`config.mk`:
```
export PLATFORM = sky130hd
export DESIGN_NAME = efz_seq
export DESIGN_NICKNAME = d
export VERILOG_FILES = /design/src/rtl/efz_pkg.sv /design/src/rtl/efz_poll.sv /design/src/rtl/efz_lane.sv /design/src/rtl/efz_seq.sv
export SDC_FILE = /design/constraint.sdc
export NUM_CORES = 1
export LEC_CHECK = 0
export ABC_AREA = 1
export CORE_AREA = 4 4 134 136
export DETAILED_ROUTE_END_ITERATION = 10
export DIE_AREA = 0 0 138 140
export PLACE_DENSITY = 0.78
export SYNTH_ARGS = -nofsm -noshare
export SYNTH_HDL_FRONTEND = slang
export SYNTH_SLANG_ARGS = --single-unit
```
`constraint.sdc`:
```
create_clock -name clk -period 4.05 [get_ports clk]
set_input_delay 1.0125 -clock clk [delete_from_list [all_inputs] [get_ports clk]]
set_output_delay 1.0125 -clock clk [all_outputs]
set_load 0.01 [all_outputs]
```
`src/rtl/efz_pkg.sv`:
```
package efz_pkg;
    localparam int KICK_BIT = 30;
    localparam int ADDR_LSB = 16;
    localparam int ADDR_MSB = 25;
    localparam int MODE_LSB = 6;
    localparam int FIELD_W  = ADDR_MSB - ADDR_LSB + 1;
    localparam int HALF_W   = 16;
    localparam int WORD_W   = 32;
    localparam int NWORD    = 4;
    localparam int BLK_W    = WORD_W * NWORD;

    typedef enum logic [1:0] {
        MD_LOG = 2'd0,
        MD_PHY = 2'd1,
        MD_PGM = 2'd3
    } efz_mode_e;

    typedef enum logic [2:0] {
        S_IDLE,
        S_ISSUE,
        S_WAIT,
        S_MERGE,
        S_COMMIT,
        S_WAIT_WR,
        S_FINISH
    } efz_state_e;
endpackage

```
`src/rtl/efz_poll.sv`:
```
module efz_poll #(
    parameter int POLL_MAX = 100,
    parameter int POLL_GAP = 2
) (
    input  logic clk,
    input  logic rst_n,
    input  logic start,
    input  logic busy_i,
    output logic fin,
    output logic expired
);
    localparam int GAP_W = $clog2(POLL_GAP + 1);
    localparam int TRY_W = $clog2(POLL_MAX + 1);
    localparam logic [GAP_W-1:0] GAP_LAST = GAP_W'(POLL_GAP - 1);
    localparam logic [TRY_W-1:0] TRY_LAST = TRY_W'(POLL_MAX - 1);

    logic             active;
    logic [GAP_W-1:0] gap_cnt;
    logic [TRY_W-1:0] try_cnt;

    always_ff @(posedge clk or negedge rst_n) begin
        if (!rst_n) begin
            active  <= 1'b0;
            gap_cnt <= '0;
            try_cnt <= '0;
            fin     <= 1'b0;
            expired <= 1'b0;
        end else begin
            fin <= 1'b0;
            if (start) begin
                active  <= 1'b1;
                gap_cnt <= '0;
                try_cnt <= '0;
                expired <= 1'b0;
            end else if (active) begin
                if (gap_cnt == GAP_LAST) begin
                    gap_cnt <= '0;
                    if (!busy_i) begin
                        fin    <= 1'b1;
                        active <= 1'b0;
                    end else if (try_cnt == TRY_LAST) begin
                        fin     <= 1'b1;
                        expired <= 1'b1;
                        active  <= 1'b0;
                    end else begin
                        try_cnt <= try_cnt + 1'b1;
                    end
                end else begin
                    gap_cnt <= gap_cnt + 1'b1;
                end
            end
        end
    end

    // a normal poll end only follows a sample that saw the flag low
    a_r3_end_on_clear: assert property (@(posedge clk) disable iff (!rst_n)
        (fin && !expired) |-> $past(!busy_i));
endmodule

```
`src/rtl/efz_lane.sv`:
```
module efz_lane
    import efz_pkg::*;
(
    input  logic [BLK_W-1:0]  blk_i,
    input  logic [3:0]        sel_i,
    input  logic [HALF_W-1:0] wdata_i,
    output logic [HALF_W-1:0] half_o,
    output logic [BLK_W-1:0]  blk_o
);
    logic [1:0]        word_idx;
    logic [WORD_W-1:0] word;
    logic              upper;

    assign word_idx = 2'(NWORD - 1) - sel_i[3:2];
    assign word     = blk_i[word_idx*WORD_W +: WORD_W];
    assign half_o   = HALF_W'(word >> {sel_i[1:0], 3'b000});
    assign upper    = (sel_i[1:0] != 2'b00);

    for (genvar k = 0; k < NWORD; k++) begin : g_word
        logic hit;
        assign hit = (word_idx == 2'(k));
        always_comb begin
            blk_o[k*WORD_W +: WORD_W] = blk_i[k*WORD_W +: WORD_W];
            if (hit) begin
                if (upper)
                    blk_o[k*WORD_W + HALF_W +: HALF_W] = wdata_i;
                else
                    blk_o[k*WORD_W +: HALF_W] = wdata_i;
            end
        end
    end
endmodule

```
`src/rtl/efz_seq.sv`:
```
module efz_seq
    import efz_pkg::*;
#(
    parameter int ADDR_W   = 10,
    parameter int AOUT_W   = 6,
    parameter int POLL_MAX = 100,
    parameter int POLL_GAP = 2
) (
    input  logic              clk,
    input  logic              rst_n,
    input  logic              req,
    input  logic [1:0]        op,
    input  logic [ADDR_W-1:0] offset,
    input  logic [15:0]       wdata,
    output logic [15:0]       rdata,
    output logic [AOUT_W-1:0] aout,
    output logic              done,
    output logic              timeout,
    output logic [31:0]       fz_ctrl,
    output logic              fz_ctrl_we,
    input  logic              fz_kick_rb,
    input  logic [AOUT_W-1:0] fz_aout,
    input  logic [127:0]      fz_dat_rd,
    output logic [127:0]      fz_dat_wr,
    output logic              fz_dat_we
);
    localparam logic [AOUT_W-1:0] UNMAPPED = {AOUT_W{1'b1}};

    efz_state_e        state_q, state_d;
    logic              is_wr_q, is_phys_q;
    logic [ADDR_W-1:0] off_q;
    logic [15:0]       wdata_q;
    logic [15:0]       rdata_q;
    logic [AOUT_W-1:0] aout_q;
    logic              timeout_q;

    logic              accept;
    logic              poll_fin, poll_exp;
    logic [15:0]       lane_half;
    logic [FIELD_W-1:0] addr_field;
    efz_mode_e         cur_mode;

    assign accept     = (state_q == S_IDLE) && req;
    assign addr_field = FIELD_W'({off_q[ADDR_W-1:4], 4'b0000});

    efz_poll #(.POLL_MAX(POLL_MAX), .POLL_GAP(POLL_GAP)) u_poll (
        .clk     (clk),
        .rst_n   (rst_n),
        .start   (fz_ctrl_we),
        .busy_i  (fz_kick_rb),
        .fin     (poll_fin),
        .expired (poll_exp)
    );

    efz_lane u_lane (
        .blk_i   (fz_dat_rd),
        .sel_i   (off_q[3:0]),
        .wdata_i (wdata_q),
        .half_o  (lane_half),
        .blk_o   (fz_dat_wr)
    );

    // state register
    always_ff @(posedge clk or negedge rst_n) begin
        if (!rst_n) state_q <= S_IDLE;
        else        state_q <= state_d;
    end

    // request and result registers
    always_ff @(posedge clk or negedge rst_n) begin
        if (!rst_n) begin
            is_wr_q   <= 1'b0;
            is_phys_q <= 1'b0;
            off_q     <= '0;
            wdata_q   <= '0;
            rdata_q   <= '0;
            aout_q    <= '0;
            timeout_q <= 1'b0;
        end else begin
            if (accept) begin
                is_wr_q   <= op[1];
                is_phys_q <= op[1] | op[0];
                off_q     <= offset;
                wdata_q   <= wdata;
                timeout_q <= 1'b0;
            end else if (poll_fin && poll_exp) begin
                timeout_q <= 1'b1;
            end
            if (state_q == S_WAIT && poll_fin && !is_wr_q) begin
                if (!is_phys_q) begin
                    aout_q  <= fz_aout;
                    rdata_q <= (fz_aout == UNMAPPED) ? 16'hFFFF : lane_half;
                end else begin
                    rdata_q <= lane_half;
                end
            end
        end
    end

    // next state and outputs
    always_comb begin
        state_d    = state_q;
        fz_ctrl_we = 1'b0;
        fz_dat_we  = 1'b0;
        done       = 1'b0;
        cur_mode   = is_phys_q ? MD_PHY : MD_LOG;
        unique case (state_q)
            S_IDLE:    if (req) state_d = S_ISSUE;
            S_ISSUE: begin
                fz_ctrl_we = 1'b1;
                state_d    = S_WAIT;
            end
            S_WAIT:    if (poll_fin) state_d = is_wr_q ? S_MERGE : S_FINISH;
            S_MERGE: begin
                fz_dat_we = 1'b1;
                state_d   = S_COMMIT;
            end
            S_COMMIT: begin
                fz_ctrl_we = 1'b1;
                cur_mode   = MD_PGM;
                state_d    = S_WAIT_WR;
            end
            S_WAIT_WR: if (poll_fin) state_d = S_FINISH;
            S_FINISH: begin
                done    = 1'b1;
                state_d = S_IDLE;
            end
            default:   state_d = S_IDLE;
        endcase
        fz_ctrl                    = '0;
        fz_ctrl[KICK_BIT]          = fz_ctrl_we;
        fz_ctrl[ADDR_MSB:ADDR_LSB] = addr_field;
        fz_ctrl[MODE_LSB +: 2]     = cur_mode;
    end

    assign rdata   = rdata_q;
    assign aout    = aout_q;
    assign timeout = timeout_q;

    // control writes carry the start flag, an aligned address and a legal mode
    a_r2_ctrl_fields: assert property (@(posedge clk) disable iff (!rst_n)
        fz_ctrl_we |-> (fz_ctrl[KICK_BIT] && fz_ctrl[ADDR_LSB +: 4] == 4'h0
                        && fz_ctrl[MODE_LSB +: 2] != 2'b10));

    // the merged block is followed at once by the program command
    a_r9_push_then_program: assert property (@(posedge clk) disable iff (!rst_n)
        fz_dat_we |=> (fz_ctrl_we && fz_ctrl[MODE_LSB +: 2] == 2'b11));

    // completion is a single-cycle pulse
    a_r10_done_pulse: assert property (@(posedge clk) disable iff (!rst_n)
        done |=> !done);

    // an unmapped logical result returns all ones
    a_r7_unmapped_ones: assert property (@(posedge clk) disable iff (!rst_n)
        (done && !is_phys_q && aout == UNMAPPED) |-> rdata == 16'hFFFF);

    // timeout only rises after a sample that saw the flag still high
    a_r4_timeout_stuck: assert property (@(posedge clk) disable iff (!rst_n)
        $rose(timeout) |-> $past(fz_kick_rb, 2));
endmodule

```
Word-level counts from Yosys, hierarchy flattened
Cells that the tools add are included.
- bitwise operators: 2
- equality and inequality tests: 16
- mux-type cells: 49
- shifts and indexed selects: 2
- add/subtract/negate cells: 3
- reductions and logical operators: 18
- operators by type and width (operator ; count):
    2-to-1 mux 16 bit ; 10
    2-to-1 mux 32 bit ; 4
    variable part select 128 x 8 -> 32 bit ; 1
    2-to-1 mux 7 bit ; 5
    >> shifter 32 x 5 -> 16 bit ; 1
    2-to-1 mux 1 bit ; 21
    one-hot mux 3 bit (6 select lines) ; 1
    2-to-1 mux 3 bit ; 4
    nonzero test 2 bit ; 6
    equality test 3 bit (second input constant) ; 3
    2-to-1 mux 2 bit ; 4
    AND reduction 4 bit ; 2
    adder 7 x 1 -> 7 bit (second input constant) ; 1
    equality test 7 bit (second input constant) ; 1
    equality test 3 x 2 -> 1 bit (second input constant) ; 2
    equality test 6 bit (second input constant) ; 1
    equality test 2 x 1 -> 1 bit (second input constant) ; 2
    equality test 2 bit (second input constant) ; 2
    logical AND 1 bit ; 4
    != test 2 x 1 -> 1 bit (second input constant) ; 2
    != test 2 bit (second input constant) ; 2
    equality test 3 x 1 -> 1 bit (second input constant) ; 1
    logical NOT 3 bit ; 1
    AND reduction 3 bit ; 1
    other kinds (8) ; 8
- bits in registers: 66
- output and inout port bits: 186
- logic and storage cells: 103

Depth between registers and ports, before layout
- depth in word-level cells: 6
- mapped depth: 11
- depth with buffers taken out: 9

Hierarchy
A second synthesis with hierarchy kept.
- cells, all modules: 1161
- area, all modules: 6331.1 sq um
- modules (own cells, without submodules) (module ; cells an instance ; instances ; area an instance (sq um)):
    efz_lane ; 750 ; 1 ; 3055.4
    efz_seq ; 329 ; 1 ; 2632.5
    efz_poll ; 82 ; 1 ; 643.1

Worst setup path after synthesis
Ideal clock, no wire load.
- path type: flip-flop to output port
- start point: register off_q[3]
- end point: output fz_dat_wr[64]
- setup slack: 1.689 ns
- cell stages (with the launch flop): 8
- required time: 3.038 ns
- arrival: 1.349 ns
- path through: dfrtp_1 -> buf_6 -> inv_4 -> nand2_2 -> nor2_4 -> inv_1 -> buf_2 -> o21ai_0
- cells in the longest elaborated chain, start to end: 3
- ends and longest elaborated chain (element ; line ; RTL):
    from (decl) ; efz_seq.sv:31 ; logic [ADDR_W-1:0] off_q;
    from (signal assigned) ; efz_seq.sv:83 ; off_q <= offset;
    subtractor 2 bit ; efz_lane.sv:14 ; assign word_idx = 2'(NWORD - 1) - sel_i[3:2];
    equality test 2 bit ; efz_lane.sv:21 ; assign hit = (word_idx == 2'(k));
    2-to-1 mux 32 bit ; efz_lane.sv:24 ; if (hit) begin
    to (decl) ; efz_seq.sv:24 ; output logic [127:0] fz_dat_wr,
Every way passes these cells.

Final worst setup path
- start point: register off_q[3]
- end point: output fz_dat_wr[2]
- cells in the longest elaborated chain, start to end: 3
- ends and longest elaborated chain (element ; line):
    subtractor 2 bit ; efz_lane.sv:14
    logical NOT 2 bit ; efz_lane.sv:21
    2-to-1 mux 32 bit ; efz_lane.sv:24
Every way passes these cells.

==> metrics.yaml <==
final_layout:
  syn_to_final_growth_pct: 57.8
  mostFrequentLayoutCells: "nand2_1, clkdlybuf4s50_1, o21ai_0"
  fin_util: 0.570
  final_common_cell: "nand2_1"
  drive_above_1_share: 0.0602
  nets: 1508
  diodes: 0
yosys:
  synth_warnings: 0
  synth.avg_cell_area_sq_um: 5.83
  syn-cell-area_sq_um: 6120
  synthCells: 1050
  synth.distinct_cells: 38
  ys_seq_area_frac: 0.270
  ys_ff_latch: 66
power_and_ir_drop:
  peakVddDrop_v: 0.000346
  leakage_nw: 4.63
  p_sw_mw: 3.12
  seq_power_share: 0.182
  p_per_area_nw_per_um2: 655
  sw_frac_of_total: 0.494
  combPwrFrac: 0.686
  p_int_mw: 3.21
  pwr-share-clk: 0.132
sta:
  fin_worst_skew_ns: 0.00514
  fin_crit_ns: 3.78
  setup-violations-final: 0
  tns_ns: 0
  worstMarginPinSlew_ns: 1.09
  hold_viol: 0
  post-route-period-util: 0.933
  max_freq_ghz: 0.265
  finalMaxSlewViolations: 0
  slew_headroom: 0.271
  rsz0062_at_grt: "false"
worst_setup_path:
  start_kind: "flip-flop"
  crit_arrival_ns: 2.76
  r2r-end: "wdata_q[7]"
  reg2reg_slack_ns: 2.09
  cp_data_required_time_ns: 3.04
  worstSetupPathType: "flip-flop to primary output"
  r2r_start: "state_q[0]"
  ff2ff_path_depth: 5
  critPathCaptureType: "primary output"
  cp_max_fo: 22
routing:
  routedWlPerCell_um: 19.1
  drc_errors: 0
  drt_iter0_markers: 766
  finalWirelength_um: 30000
  via_per_inst: 5.11
  drt_pass1_iterations: 5
  dr_total_vias: 8020
  ant_nets: 0
worst_hold_path:
  worstHoldStart: "aout[4]"
  hold_path_class: "flip-flop to flip-flop"
  hold_end: "aout[4]"
  min_path_cells: 2
clocking:
  clock-root-buffer: "clkbuf_16"
  cts_resized: 0
  numClockSinks: 66
  clock_path_buffers: 2
  cts_setup_buffers: 0
  cts_tree: "built"
  clk_pin_slew_ns: 0.06
  worst_skew_pair.late_latency_ns: 0.34
  cts_hold_buf: 0
  numCtsBuffers: 9
  htreeDepth: 3
flow_run:
  maxCapViolCount: 0
global_routing:
  grt_pass1_vias: 7646
  track_usage: 0.301
  grt-ovfl-total: 0
  gr-usage-met1: 0.398
  grt_use_met2: 0.489
  met3_usage: 0.0686
  grt_max_degree: 67
  grt_first_pass_wirelength_um: 45300
  gr-max-usage-layer: "met2"
  antenna_found_initial: 0
placement:
  io_buffers: 328
  place.gp.congestion: 0.963
  dp_hpwl_um: 23400
outcome:
  status: "complete, no violations"
floorplan:
  chipWidth_um: 138
  dieArea_sq_um: 19300
  start_util: 0.361
  dieHeight_um: 140
  core_sq_um: 16900
  rows: 48
  pin_count: 352
## worst max path at each step
| stage | cells after the start | from | slack [ns] | end |
|---|---|---|---|---|
| after global placement | 4 | fz_dat_rd[126] | 0.60 | fz_dat_wr[126] |
| after detailed placement | 4 | fz_dat_rd[25] | 0.58 | fz_dat_wr[25] |
| final | 6 | off_q[3] | 0.27 | fz_dat_wr[2] |
| after CTS | 6 | off_q[2] | 0.28 | fz_dat_wr[34] |
| after floorplan | 7 | off_q[3] | 1.69 | fz_dat_wr[64] |
| after global routing | 6 | off_q[2] | 0.11 | fz_dat_wr[34] |
## Yosys cell counts, drive strengths merged
| master | instances | area share |
|---|---|---|
| nand2 | 463 | 0.29 |
| o21ai | 138 | 0.11 |
| nor2 | 94 | 0.066 |
| inv | 81 | 0.051 |
| buf | 72 | 0.079 |
| dfrtp | 66 | 0.27 |
| nand3 | 44 | 0.037 |
| a21oi | 25 | 0.020 |
| or2 | 16 | 0.016 |
| clkbuf | 12 | 0.0076 |
| o22ai | 9 | 0.0092 |
| mux2 | 8 | 0.015 |
| nand4 | 8 | 0.011 |
| nand3b | 3 | 0.0037 |
| nor3 | 3 | 0.0025 |
| o31ai | 2 | 0.0025 |
| a31oi | 1 | 0.0010 |
| clkinv | 1 | 0.00061 |
| conb | 1 | 0.00061 |
| ha | 1 | 0.0020 |
| xnor2 | 1 | 0.0014 |
| xor2 | 1 | 0.0014 |
## kinds of logic (layout without fill, tap and decap cells)
kind of cell	Yosys count	after routing	share of synthesized area
AO/OA/AOI/OAI	175	175	0.148
XOR/XNOR	2	2	0.00286
adder cells (fa/ha/maj)	1	1	0.00204
buffers and inverters	166	440	0.138
flip-flops	66	66	0.270
multiplexers	8	8	0.0147
other	1	23	0.000613
AND/OR/NAND/NOR	631	631	0.424
## sequential cells by signal, indices dropped and copies added (netlist names)
signal	flops
wdata_q	16
u_poll.gap_cnt	2
is_wr_q	1
rdata	16
u_poll.expired	1
is_phys_q	1
u_poll.try_cnt	7
aout	6
u_poll.active	1
timeout	1
off_q	10
state_q	3
u_poll.fin	1
## routing by layer
layer / share of wire / wire length, um
met1: 0.41 / 12400
met2: 0.46 / 13800
met3: 0.097 / 2910
met4: 0.032 / 955
met5: 0 / 0
## layout make-up
cell class              count  area (sq um)
clock buffers              11           253
clock inverters             5          62.6
fillers                  1677          7280
inverters                  82           318
multi-input cells         840          3700
flip-flops and latches     66          1650
well taps                 225           282
repair buffers            342          3390
## critical path, cell delays in order (launching register included)
cell and delay [ns]:
dfrtp_1 0.47, nand2_2 0.37, nor2_4 0.11, inv_1 0.52
nand2_1 0.22, o21ai_0 0.14, clkdlybuf4s50_1 0.59
## through the flow
step | hold WS [ns] | power, mW | instances | area, sq um | setup WS, ns
6_report | 0.472 | 6.33 | 1571 | 9660 | 0.273
5_1_grt | 0.502 | 6.75 | 1571 | 9660 | 0.109
4_1_cts | 0.476 | 6.30 | 1571 | 9660 | 0.284
3_5_place_dp | 0.462 | 5.45 | 1555 | 9340 | 0.583
3_3_place_gp | 0.453 | 5.40 | 1555 | 9340 | 0.596
2_1_floorplan | 0.460 | 3.46 | 1072 | 6200 | 1.69
## power by group through the flow
stage / Sequential, mW / Clock, mW / Combinational (mW)
4_1_cts: 1.14 / 0.847 / 4.31
5_1_grt: 1.18 / 0.876 / 4.70
6_report: 1.15 / 0.835 / 4.35
3_3_place_gp: 1.13 / 0 / 4.26
2_1_floorplan: 1.12 / 0 / 2.34
3_5_place_dp: 1.15 / 0 / 4.30
No activity file was read; power rests on OpenSTA's default activity.
